$ cat src/rtl/tmon_pkg.sv
package tmon_pkg;
  parameter int TEMP_W = 20;

  typedef logic signed [TEMP_W-1:0] temp_t;

  typedef enum logic [2:0] {
    FLD_HOT  = 3'd0,
    FLD_CRIT = 3'd1,
    FLD_HYST = 3'd2,
    FLD_OFFS = 3'd3,
    FLD_LOW  = 3'd4,
    FLD_HIGH = 3'd5,
    FLD_CTRL = 3'd6
  } cfgField_e;

  typedef struct packed {
    temp_t hot;
    temp_t crit;
    temp_t hyst;
    temp_t offs;
    temp_t lowB;
    temp_t highB;
    logic  offEn;
  } sensCfg_t;

  // Compare strobes passed from the datapath to the control
  typedef struct packed {
    logic hotAbove;
    logic hotBelow;
    logic critAbove;
    logic critBelow;
  } cmpStrobe_t;
endpackage

$ cat src/rtl/tmon_regs.sv
module tmon_regs
  import tmon_pkg::*;
#(
  parameter int NUM_SENS   = 4,
  parameter int RESET_HOT  = 100000,
  parameter int RESET_CRIT = 102500,
  parameter int RESET_HYST = 1000,
  localparam int SIDX_W = (NUM_SENS > 1) ? $clog2(NUM_SENS) : 1,
  localparam int ADDR_W = SIDX_W + 3
) (
  input  logic              clk,
  input  logic              rstN,
  input  logic              cfgWe,
  input  logic [ADDR_W-1:0] cfgAddr,
  input  logic [TEMP_W-1:0] cfgWdata,
  output sensCfg_t          cfg [NUM_SENS]
);
  cfgField_e fieldSel;
  logic [SIDX_W-1:0] sensSel;

  assign fieldSel = cfgField_e'(cfgAddr[2:0]);
  assign sensSel  = cfgAddr[ADDR_W-1:3];

  for (genvar g = 0; g < NUM_SENS; g++) begin : g_sens
    logic hit;
    assign hit = cfgWe && (sensSel == SIDX_W'(g));

    always_ff @(posedge clk or negedge rstN) begin
      if (!rstN) begin
        cfg[g].hot   <= temp_t'(RESET_HOT);
        cfg[g].crit  <= temp_t'(RESET_CRIT);
        cfg[g].hyst  <= temp_t'(RESET_HYST);
        cfg[g].offs  <= '0;
        cfg[g].lowB  <= '0;
        cfg[g].highB <= '0;
        cfg[g].offEn <= 1'b0;
      end else if (hit) begin
        case (fieldSel)
          FLD_HOT:  cfg[g].hot   <= cfgWdata;
          FLD_CRIT: cfg[g].crit  <= cfgWdata;
          FLD_HYST: cfg[g].hyst  <= {1'b0, cfgWdata[TEMP_W-2:0]};
          FLD_OFFS: cfg[g].offs  <= cfgWdata;
          FLD_LOW:  cfg[g].lowB  <= cfgWdata;
          FLD_HIGH: cfg[g].highB <= cfgWdata;
          FLD_CTRL: cfg[g].offEn <= cfgWdata[0];
          default:  ;
        endcase
      end
    end
  end
endmodule

$ cat src/rtl/tmon_dp.sv
module tmon_dp
  import tmon_pkg::*;
#(
  parameter int NUM_SENS = 4,
  parameter int REF_IDX  = 0
) (
  input  logic                       clk,
  input  logic                       rstN,
  input  logic [NUM_SENS*TEMP_W-1:0] sensRaw,
  input  sensCfg_t                   cfg     [NUM_SENS],
  output temp_t                      repTemp [NUM_SENS],
  output cmpStrobe_t                 strobe  [NUM_SENS]
);
  localparam int WW = TEMP_W + 1;
  typedef logic signed [WW-1:0] wide_t;

  temp_t refRaw;
  assign refRaw = sensRaw[REF_IDX*TEMP_W +: TEMP_W];

  for (genvar g = 0; g < NUM_SENS; g++) begin : g_lane
    localparam bit IS_REF = (g == REF_IDX);

    temp_t rawV, nextV;
    wide_t sumW, lowW, highW;
    wide_t repW, hotW, critW, hystW;
    logic  offsetOn;

    assign rawV     = sensRaw[g*TEMP_W +: TEMP_W];
    assign offsetOn = !IS_REF && cfg[g].offEn &&
                      ($signed(cfg[g].lowB) <= $signed(cfg[g].highB));
    assign lowW  = WW'($signed(cfg[g].lowB));
    assign highW = WW'($signed(cfg[g].highB));
    assign sumW  = WW'($signed(refRaw)) + WW'($signed(cfg[g].offs));

    always_comb begin
      if (!offsetOn)          nextV = rawV;
      else if (sumW < lowW)   nextV = cfg[g].lowB;
      else if (sumW > highW)  nextV = cfg[g].highB;
      else                    nextV = temp_t'(sumW);
    end

    always_ff @(posedge clk or negedge rstN) begin
      if (!rstN) repTemp[g] <= '0;
      else       repTemp[g] <= nextV;
    end

    assign repW  = WW'($signed(repTemp[g]));
    assign hotW  = WW'($signed(cfg[g].hot));
    assign critW = WW'($signed(cfg[g].crit));
    assign hystW = WW'($signed(cfg[g].hyst));

    assign strobe[g].hotAbove  = repW > hotW;
    assign strobe[g].hotBelow  = repW < (hotW - hystW);
    assign strobe[g].critAbove = repW > critW;
    assign strobe[g].critBelow = repW < (critW - hystW);

    AST_OFFSET_BOUNDED: assert property (@(posedge clk) disable iff (!rstN)
      offsetOn |=> ($signed(repTemp[g]) >= $signed($past(cfg[g].lowB)) &&
                    $signed(repTemp[g]) <= $signed($past(cfg[g].highB))));
  end
endmodule

$ cat src/rtl/tmon_ctrl.sv
module tmon_ctrl
  import tmon_pkg::*;
#(
  parameter int NUM_SENS = 4
) (
  input  logic                clk,
  input  logic                rstN,
  input  cmpStrobe_t          strobe [NUM_SENS],
  output logic [NUM_SENS-1:0] throttleReq,
  output logic [NUM_SENS-1:0] critReq,
  output logic                thermTrip
);
  for (genvar g = 0; g < NUM_SENS; g++) begin : g_state
    always_ff @(posedge clk or negedge rstN) begin
      if (!rstN)                   throttleReq[g] <= 1'b0;
      else if (strobe[g].hotAbove) throttleReq[g] <= 1'b1;
      else if (strobe[g].hotBelow) throttleReq[g] <= 1'b0;
    end

    always_ff @(posedge clk or negedge rstN) begin
      if (!rstN)                    critReq[g] <= 1'b0;
      else if (strobe[g].critAbove) critReq[g] <= 1'b1;
      else if (strobe[g].critBelow) critReq[g] <= 1'b0;
    end

    AST_THR_SET: assert property (@(posedge clk) disable iff (!rstN)
      strobe[g].hotAbove |=> throttleReq[g]);
    AST_THR_CLEAR: assert property (@(posedge clk) disable iff (!rstN)
      strobe[g].hotBelow |=> !throttleReq[g]);
    AST_THR_HOLD: assert property (@(posedge clk) disable iff (!rstN)
      !(strobe[g].hotAbove || strobe[g].hotBelow) |=> $stable(throttleReq[g]));
    AST_CRIT_SET: assert property (@(posedge clk) disable iff (!rstN)
      strobe[g].critAbove |=> critReq[g]);
    AST_TRIP_FROM_CRIT: assert property (@(posedge clk) disable iff (!rstN)
      critReq[g] |=> thermTrip);
  end

  always_ff @(posedge clk or negedge rstN) begin
    if (!rstN)         thermTrip <= 1'b0;
    else if (|critReq) thermTrip <= 1'b1;
  end

  AST_TRIP_STICKY: assert property (@(posedge clk) disable iff (!rstN)
    thermTrip |=> thermTrip);
endmodule

$ cat src/rtl/tmon_top.sv
module tmon_top
  import tmon_pkg::*;
#(
  parameter int NUM_SENS   = 4,
  parameter int REF_IDX    = 0,
  parameter int RESET_HOT  = 100000,
  parameter int RESET_CRIT = 102500,
  parameter int RESET_HYST = 1000,
  localparam int SIDX_W = (NUM_SENS > 1) ? $clog2(NUM_SENS) : 1,
  localparam int ADDR_W = SIDX_W + 3
) (
  input  logic                       clk,
  input  logic                       rstN,
  input  logic [NUM_SENS*TEMP_W-1:0] sensTempIn,
  input  logic                       cfgWe,
  input  logic [ADDR_W-1:0]          cfgAddr,
  input  logic [TEMP_W-1:0]          cfgWdata,
  output logic [NUM_SENS*TEMP_W-1:0] repTempOut,
  output logic [NUM_SENS-1:0]        throttleReq,
  output logic [NUM_SENS-1:0]        critReq,
  output logic                       thermTrip
);
  sensCfg_t   cfg     [NUM_SENS];
  temp_t      repTemp [NUM_SENS];
  cmpStrobe_t strobe  [NUM_SENS];

  tmon_regs #(
    .NUM_SENS(NUM_SENS), .RESET_HOT(RESET_HOT),
    .RESET_CRIT(RESET_CRIT), .RESET_HYST(RESET_HYST)
  ) uRegs (
    .clk(clk), .rstN(rstN), .cfgWe(cfgWe), .cfgAddr(cfgAddr),
    .cfgWdata(cfgWdata), .cfg(cfg)
  );

  tmon_dp #(.NUM_SENS(NUM_SENS), .REF_IDX(REF_IDX)) uDp (
    .clk(clk), .rstN(rstN), .sensRaw(sensTempIn), .cfg(cfg),
    .repTemp(repTemp), .strobe(strobe)
  );

  tmon_ctrl #(.NUM_SENS(NUM_SENS)) uCtrl (
    .clk(clk), .rstN(rstN), .strobe(strobe), .throttleReq(throttleReq),
    .critReq(critReq), .thermTrip(thermTrip)
  );

  for (genvar g = 0; g < NUM_SENS; g++) begin : g_flat
    assign repTempOut[g*TEMP_W +: TEMP_W] = repTemp[g];
  end
endmodule

$ cat config.mk
export PLATFORM = sky130hd
export DESIGN_NAME = tmon_top
export DESIGN_NICKNAME = d
export VERILOG_FILES = /design/src/rtl/tmon_pkg.sv /design/src/rtl/tmon_regs.sv /design/src/rtl/tmon_dp.sv /design/src/rtl/tmon_ctrl.sv /design/src/rtl/tmon_top.sv
export SDC_FILE = /design/constraint.sdc
export NUM_CORES = 2
export LEC_CHECK = 0
export BUFFER_PORTS_ARGS = -buffer_cell sky130_fd_sc_hd__buf_4
export CAP_MARGIN = 20
export CORE_AREA = 4 4 248 274
export CTS_CLUSTER_SIZE = 14
export DETAILED_ROUTE_END_ITERATION = 16
export DIE_AREA = 0 0 252 278
export GPL_TIMING_DRIVEN = 0
export HOLD_SLACK_MARGIN = 0.05
export PLACE_DENSITY = 0.88
export SLEW_MARGIN = 15
export SYNTH_ARGS = -nofsm -noshare
export SYNTH_HDL_FRONTEND = slang
export SYNTH_SLANG_ARGS = --single-unit
$ cat constraint.sdc
create_clock -name clk -period 5.7 [get_ports clk]
set_input_delay 1.14 -clock clk [delete_from_list [all_inputs] [get_ports clk]]
set_output_delay 1.14 -clock clk [all_outputs]
set_load 0.01 [all_outputs]
* Yosys cells after proc, flatten, opt, wreduce, memory -nomap -nowiden
Cells that the tools add are included.
** Word-level totals
- Bits in registers :: 508
- Output and inout bits :: 89
- Logic and storage cells :: 149
- Bits of input ports :: 108
** Cells by class
- Eq/ne operators :: 9
- Muxes and demuxes :: 25
- $lt $le $gt $ge :: 25
- Reduce and logical (&&, ||, !) cells :: 42
- Add/subtract/negate cells :: 11
** Operators with widths (count)
- 2-to-1 mux 20 bit :: 9
- < comparator 20 x 21 -> 1 bit :: 8
- subtractor 20 x 20 -> 21 bit :: 8
- > comparator 20 bit :: 8
- adder 20 x 20 -> 21 bit :: 3
- > comparator 21 x 20 -> 1 bit :: 3
- < comparator 21 x 20 -> 1 bit :: 3
- <= comparator 20 bit :: 3
- AND reduction 2 bit :: 24
- 2-to-1 mux 1 bit :: 16
- nonzero test 2 bit :: 8
- equality test 3 bit (second input constant) :: 3
- logical AND 1 bit :: 7
- equality test 3 x 2 -> 1 bit (second input constant) :: 2
- equality test 2 bit (second input constant) :: 2
- OR reduction 4 bit :: 1
- equality test 3 x 1 -> 1 bit (second input constant) :: 1
- zero test 3 bit :: 1
- equality test 2 x 1 -> 1 bit (second input constant) :: 1
- zero test 2 bit :: 1

* Depth between registers and ports, before layout
- Depth after elaboration :: 5
- Mapped depth :: 23
- Depth with buffers taken out :: 23

* Modules after synthesis
Synthesis repeated with hierarchy kept, for this count alone.
** Second synthesis, totals
- Cell total of the unflattened synthesis :: 4456
- Area, all modules :: 44307.5 um^2
** By module, submodules not included
- tmon_dp :: cells an instance 3334, instances 1, seq. area each 2001.9 um^2, area an instance 25703.4 um^2
- tmon_regs :: cells an instance 1094, instances 1, seq. area each 12101.6 um^2, area an instance 18275.0 um^2
- tmon_ctrl :: cells an instance 28, instances 1, seq. area each 225.2 um^2, area an instance 329.1 um^2

* Worst setup path before layout
No wires, ideal clock.
- Path type :: input to register
- Start point :: input port sensTempIn[0]
- End point :: register uDp.repTemp[19] (netlist name)
- Path slack :: 0.368 ns
- Arrival :: 5.206 ns
- Data required time :: 5.574 ns
- Buffers on the path :: 1
- Stages :: 20
- Setup time :: 0.126 ns
- Path through :: ha_1 -> inv_1 -> fa_1 -> nor2b_1 -> o31a_1 -> o211a_1 -> a2111oi_4 -> o21ai_2 -> or4b_1 -> nand4b_1 -> ha_1 -> a21oi_1 -> nor2b_1 -> o21ai_0 -> o21ai_0 -> a2111oi_1 -> mux2_2 -> buf_6 -> mux2_2 -> a221o_1
** Between the ends
- Cells in the longest elaborated chain, start to end :: 5
- Elaborated cells between the ends (all ways) :: 6
** RTL lines
- start: declaration :: line tmon_top.sv:14 : input logic [NUM_SENS*TEMP_W-1:0] sensTempIn,
- adder 20 x 20 -> 21 bit * :: line tmon_dp.sv:33 : assign sumW = WW'($signed(refRaw)) + WW'($signed(cfg[g].offs));
- > comparator 21 x 20 -> 1 bit :: line tmon_dp.sv:38 : else if (sumW > highW) nextV = cfg[g].highB;
- 2-to-1 mux 20 bit :: line tmon_dp.sv:38
- 2-to-1 mux 20 bit * :: line tmon_dp.sv:37 : else if (sumW < lowW) nextV = cfg[g].lowB;
- 2-to-1 mux 20 bit * :: line tmon_dp.sv:36 : if (!offsetOn) nextV = rawV;
- net uDp.g_lane[3].nextV[19] :: line tmon_dp.sv:23 : temp_t rawV, nextV;
- end signal: indexed assignment :: line tmon_dp.sv:44 : else repTemp[g] <= nextV;
- end: declaration :: line tmon_dp.sv:11 : output temp_t repTemp [NUM_SENS],
The timed path passes the listed nets; every way through them passes the cells marked *.
A chain may end at the register's enable or synchronous reset.

* Final worst setup path
- Start point :: input port sensTempIn[1]
- End point :: register uDp.repTemp[1] (netlist name)
The elaborated chain is that of the path after synthesis.

==> impl_metrics.yaml <==
timing:
  finalSetupViolations: 0
  skew_ns: 0.01901
  hold-worst-slack_ns: 0.4918
  setup_ws_ns: 0.09541
  max-slew-margin-rel_pct: 10.81
  fin_setup_tns_ns: 0
  post-route-min-period_ns: 5.605
  hold_viol: 0
  final_max_slew_viol_count: 0
  finalCritPeriodShare_pct: 98.33
  worst_slew_pin_slew_ns: 1.338
  fmax_mhz: 178.4
drt:
  firstDrtPassIters: 6
  via_count: 35844
  vias_per_cell: 6.493
  drcViolationCount: 0
  wl_per_cell_um: 23.62
  drt_iter0_drc: 3485
  drt_wl_total_mm: 130.4
  ant_nets: 0
die:
  dieHeight_um: 278
  core-area_um2: 64990
  start_util_pct: 63.77
  ioPinCount: 197
  rows: 98
  die_w_um: 252
  dieArea_um2: 70060
power:
  power.leakage_nw: 22.74
  power_frac_clock_pct: 17.7
  fin_total_pwr_w: 0.02127
  p_int_w: 0.01199
  seqPwrFrac_pct: 24.9
  switchingPower_w: 0.009277
  p_sw_share_pct: 43.62
  p_comb_share_pct: 57.4
  vdd_drop_max_mv: 0.3979
  powerDensity_nw_per_um2: 458.8
worst_setup_path:
  cp.required_ns: 6.18
  reg2reg_to: "uDp.repTemp[1]$_DFF_PN0_"
  cp_max_fo: 10
  arrival_ns: 6.08
  reg2reg_from: "uRegs.cfg[41]$_DFFE_PN0P_"
  worstRegToRegCells: 22
  start_kind: "input port"
  reg2reg_slack_ns: 0.41
  endpoint_kind: "register"
  crit_type: "input port to register"
placement:
  detailed_place_hpwl_mm: 97.09
  place.port_buffers: 195
  pre_cts_ws_ns: -1.231
  place_congestion: 1.013
  postPlaceCellArea_um2: 44220
global_route:
  grtUsageTotal_pct: 36.25
  overflow: 0
  grt_pass1_wl_mm: 199.0
  grt_max_degree: 97
  antenna_found_initial: 14
  grt_pass1_vias: 35483
synth:
  synthXorXnorAreaFrac_pct: 3.698
  synth_area_um2: 41440
  ys_types: 80
  yosys.area_share.simple_pct: 11.17
  synth_top_family_by_area: "adder cells"
  syn_avg_cell_area_um2: 9.549
  ys_warn_count: 0
  synthMuxAreaShare_pct: 11.38
  yosys_most_used_dff: "dfrtp_1"
  ys_seq_elements: 508
  synth_edf_count: 0
  synth_cells: 4340
  syn_nets: 5174
  synthAdderAreaFrac_pct: 22.12
  ys_seq_area_share_pct: 30.89
  async_flop_share_pct: 100.0
  synth_compound_area_share_pct: 15.59
clock_tree:
  clk_pin_slew_worst_paths_ns: 0.06
  cts_buffers: 55
  clkSinkCount: 508
  cts_tree: "done"
  ctsHtreeMaxLevel: 2
  root_buffer: "clkbuf_16"
  clockBufferDepth: 3
  cts_hold_buf: 0
  insertion_delay_ns: 0.64
outcome:
  status: "completed"
cells_and_area:
  final_nets: 5451
  stdcell_area_um2: 46360
  syn_to_final_growth_pct: 11.86
  drive_gt1_share_pct: 17.76
run:
  max_cap_violations: 0
hold_path:
  hold_class: "input port to async pin"
worst max-delay path, stage by stage:
cell and delay (ns):
buf_6 0.16, clkinvlp_4 0.23, fa_1 0.51, nor2b_1 0.18
o31a_1 0.29, o211a_1 0.26, a2111oi_4 0.07, o21ai_2 0.24
a21oi_1 0.10, o21ai_0 0.17, nand2_1 0.08, a31o_2 0.26
ha_1 0.31, nand4_1 0.12, nor2_1 0.19, nor4b_1 0.25
a211oi_1 0.13, and2_1 0.21, a21oi_4 0.29, clkbuf_2 0.33
mux2i_1 0.38, o21ai_1 0.14
repair_timing:
| item | 4_1_cts | 5_1_grt |
|---|---|---|
| gates resized for setup | 16 | 45 |
| setup buffers | 0 | 6 |
| gates cloned | 0 | 2 |
| pin swaps | 0 | 7 |
| setup endpoints to repair | 32 | 58 |
| hold endpoints to repair | 0 | 0 |
per-stage QoR:
stage,util (%),cells
global placement,67.66,5385
global route,71.31,5513
detailed placement,68.04,5397
CTS,70.94,5500
floorplan,-,4340
finish,71.33,5520
registers in the layout, summed over array words and instances (netlist names):
register	cells
uCtrl.throttleReq	4
uRegs.cfg	419
uDp.repTemp	80
uCtrl.critReq	4
uCtrl.thermTrip	1
cell type report:
type,count,area (µm²)
antenna,7,17.52
buffer,113,499.2
multi-input combinational,3274,26620
inverter,445,1674
clock buffer,81,1564
fill,4588,18630
timing repair buffer,220,1832
tap,850,1064
sequential,508,12800
clock inverter,22,289.0
worst max path at each step:
stage,cells past startpoint,startpoint,endpoint
2_1_floorplan,20,sensTempIn[0],uDp.repTemp[19]$_DFF_PN0_
3_3_place_gp,1,rstN,uCtrl.throttleReq[2]$_DFFE_PN0P_
3_5_place_dp,22,sensTempIn[1],uDp.repTemp[44]$_DFF_PN0_
4_1_cts,22,sensTempIn[1],uDp.repTemp[57]$_DFF_PN0_
5_1_grt,22,sensTempIn[1],uDp.repTemp[1]$_DFF_PN0_
6_report,22,sensTempIn[1],uDp.repTemp[1]$_DFF_PN0_
power by group through the flow:
stage	clock network [W]	logic, W	registers (W)
2_1_floorplan	0	0.00860	0.00501
3_3_place_gp	0	0.0111	0.00525
3_5_place_dp	0	0.0115	0.00529
4_1_cts	0.00376	0.0118	0.00524
5_1_grt	0.00392	0.0135	0.00535
6_report	0.00377	0.0122	0.00529
layer usage:
layer | vias up | wire [µm] | global-route usage, %
met1 | 17228 | 49880 | 47.54
met5 | - | 37 | 0
met2 | 1896 | 57610 | 56.16
met4 | 6 | 9118 | 21.58
met3 | 521 | 13760 | 6.748
li1 | 16193 | - | -
placed cells by master (no fill, tap or decap), drive strengths merged, types with 19 or more instances in the layout:
master and count:
nand2b 63, nor2 200, nor2b 75, nand3 64
a211oi 42, ha 715, o21ai 258, buf 238
a21oi 270, nand2 260, a21o 156, o21a 62
mux2 378, o21bai 22, dfrtp 436, mux2i 46
xnor2 88, or3 19, clkbuf 176, nor3 81
inv 444, nand4 86, and3 33, dfstp 72
xor2 87, a211o 30
cells by family after synthesis:
family                   after synthesis
AND/OR/NAND/NOR                      941
AO/OA/AOI/OAI                       1008
multiplexers                         424
flip-flops                           508
buffers and inverters                558
adder cells (fa/ha/maj)              726
XOR/XNOR                             175
synthesized netlist by cell type (30+ instances only):
master / instances / share of area [%]
xnor2_1: 88 / 1.9
ha_1: 715 / 22
mux2_2: 378 / 10
a211o_1: 30 / 0.63
nor3_1: 81 / 0.98
dfstp_2: 72 / 4.6
mux2i_1: 46 / 1.1
nor2b_1: 75 / 1.1
inv_1: 445 / 4.0
nor2_1: 200 / 1.8
o21ai_0: 237 / 2.9
and3_1: 33 / 0.50
o21a_1: 62 / 1.1
nand2_1: 260 / 2.4
xor2_1: 87 / 1.8
a211oi_1: 42 / 0.76
nand3_1: 64 / 0.77
nand2b_1: 63 / 0.95
clkbuf_1: 95 / 0.86
a21oi_1: 270 / 3.3
dfrtp_1: 436 / 26
nand4_1: 86 / 1.3
a21o_1: 156 / 2.8
No activity file was read; power rests on OpenSTA's default activity.
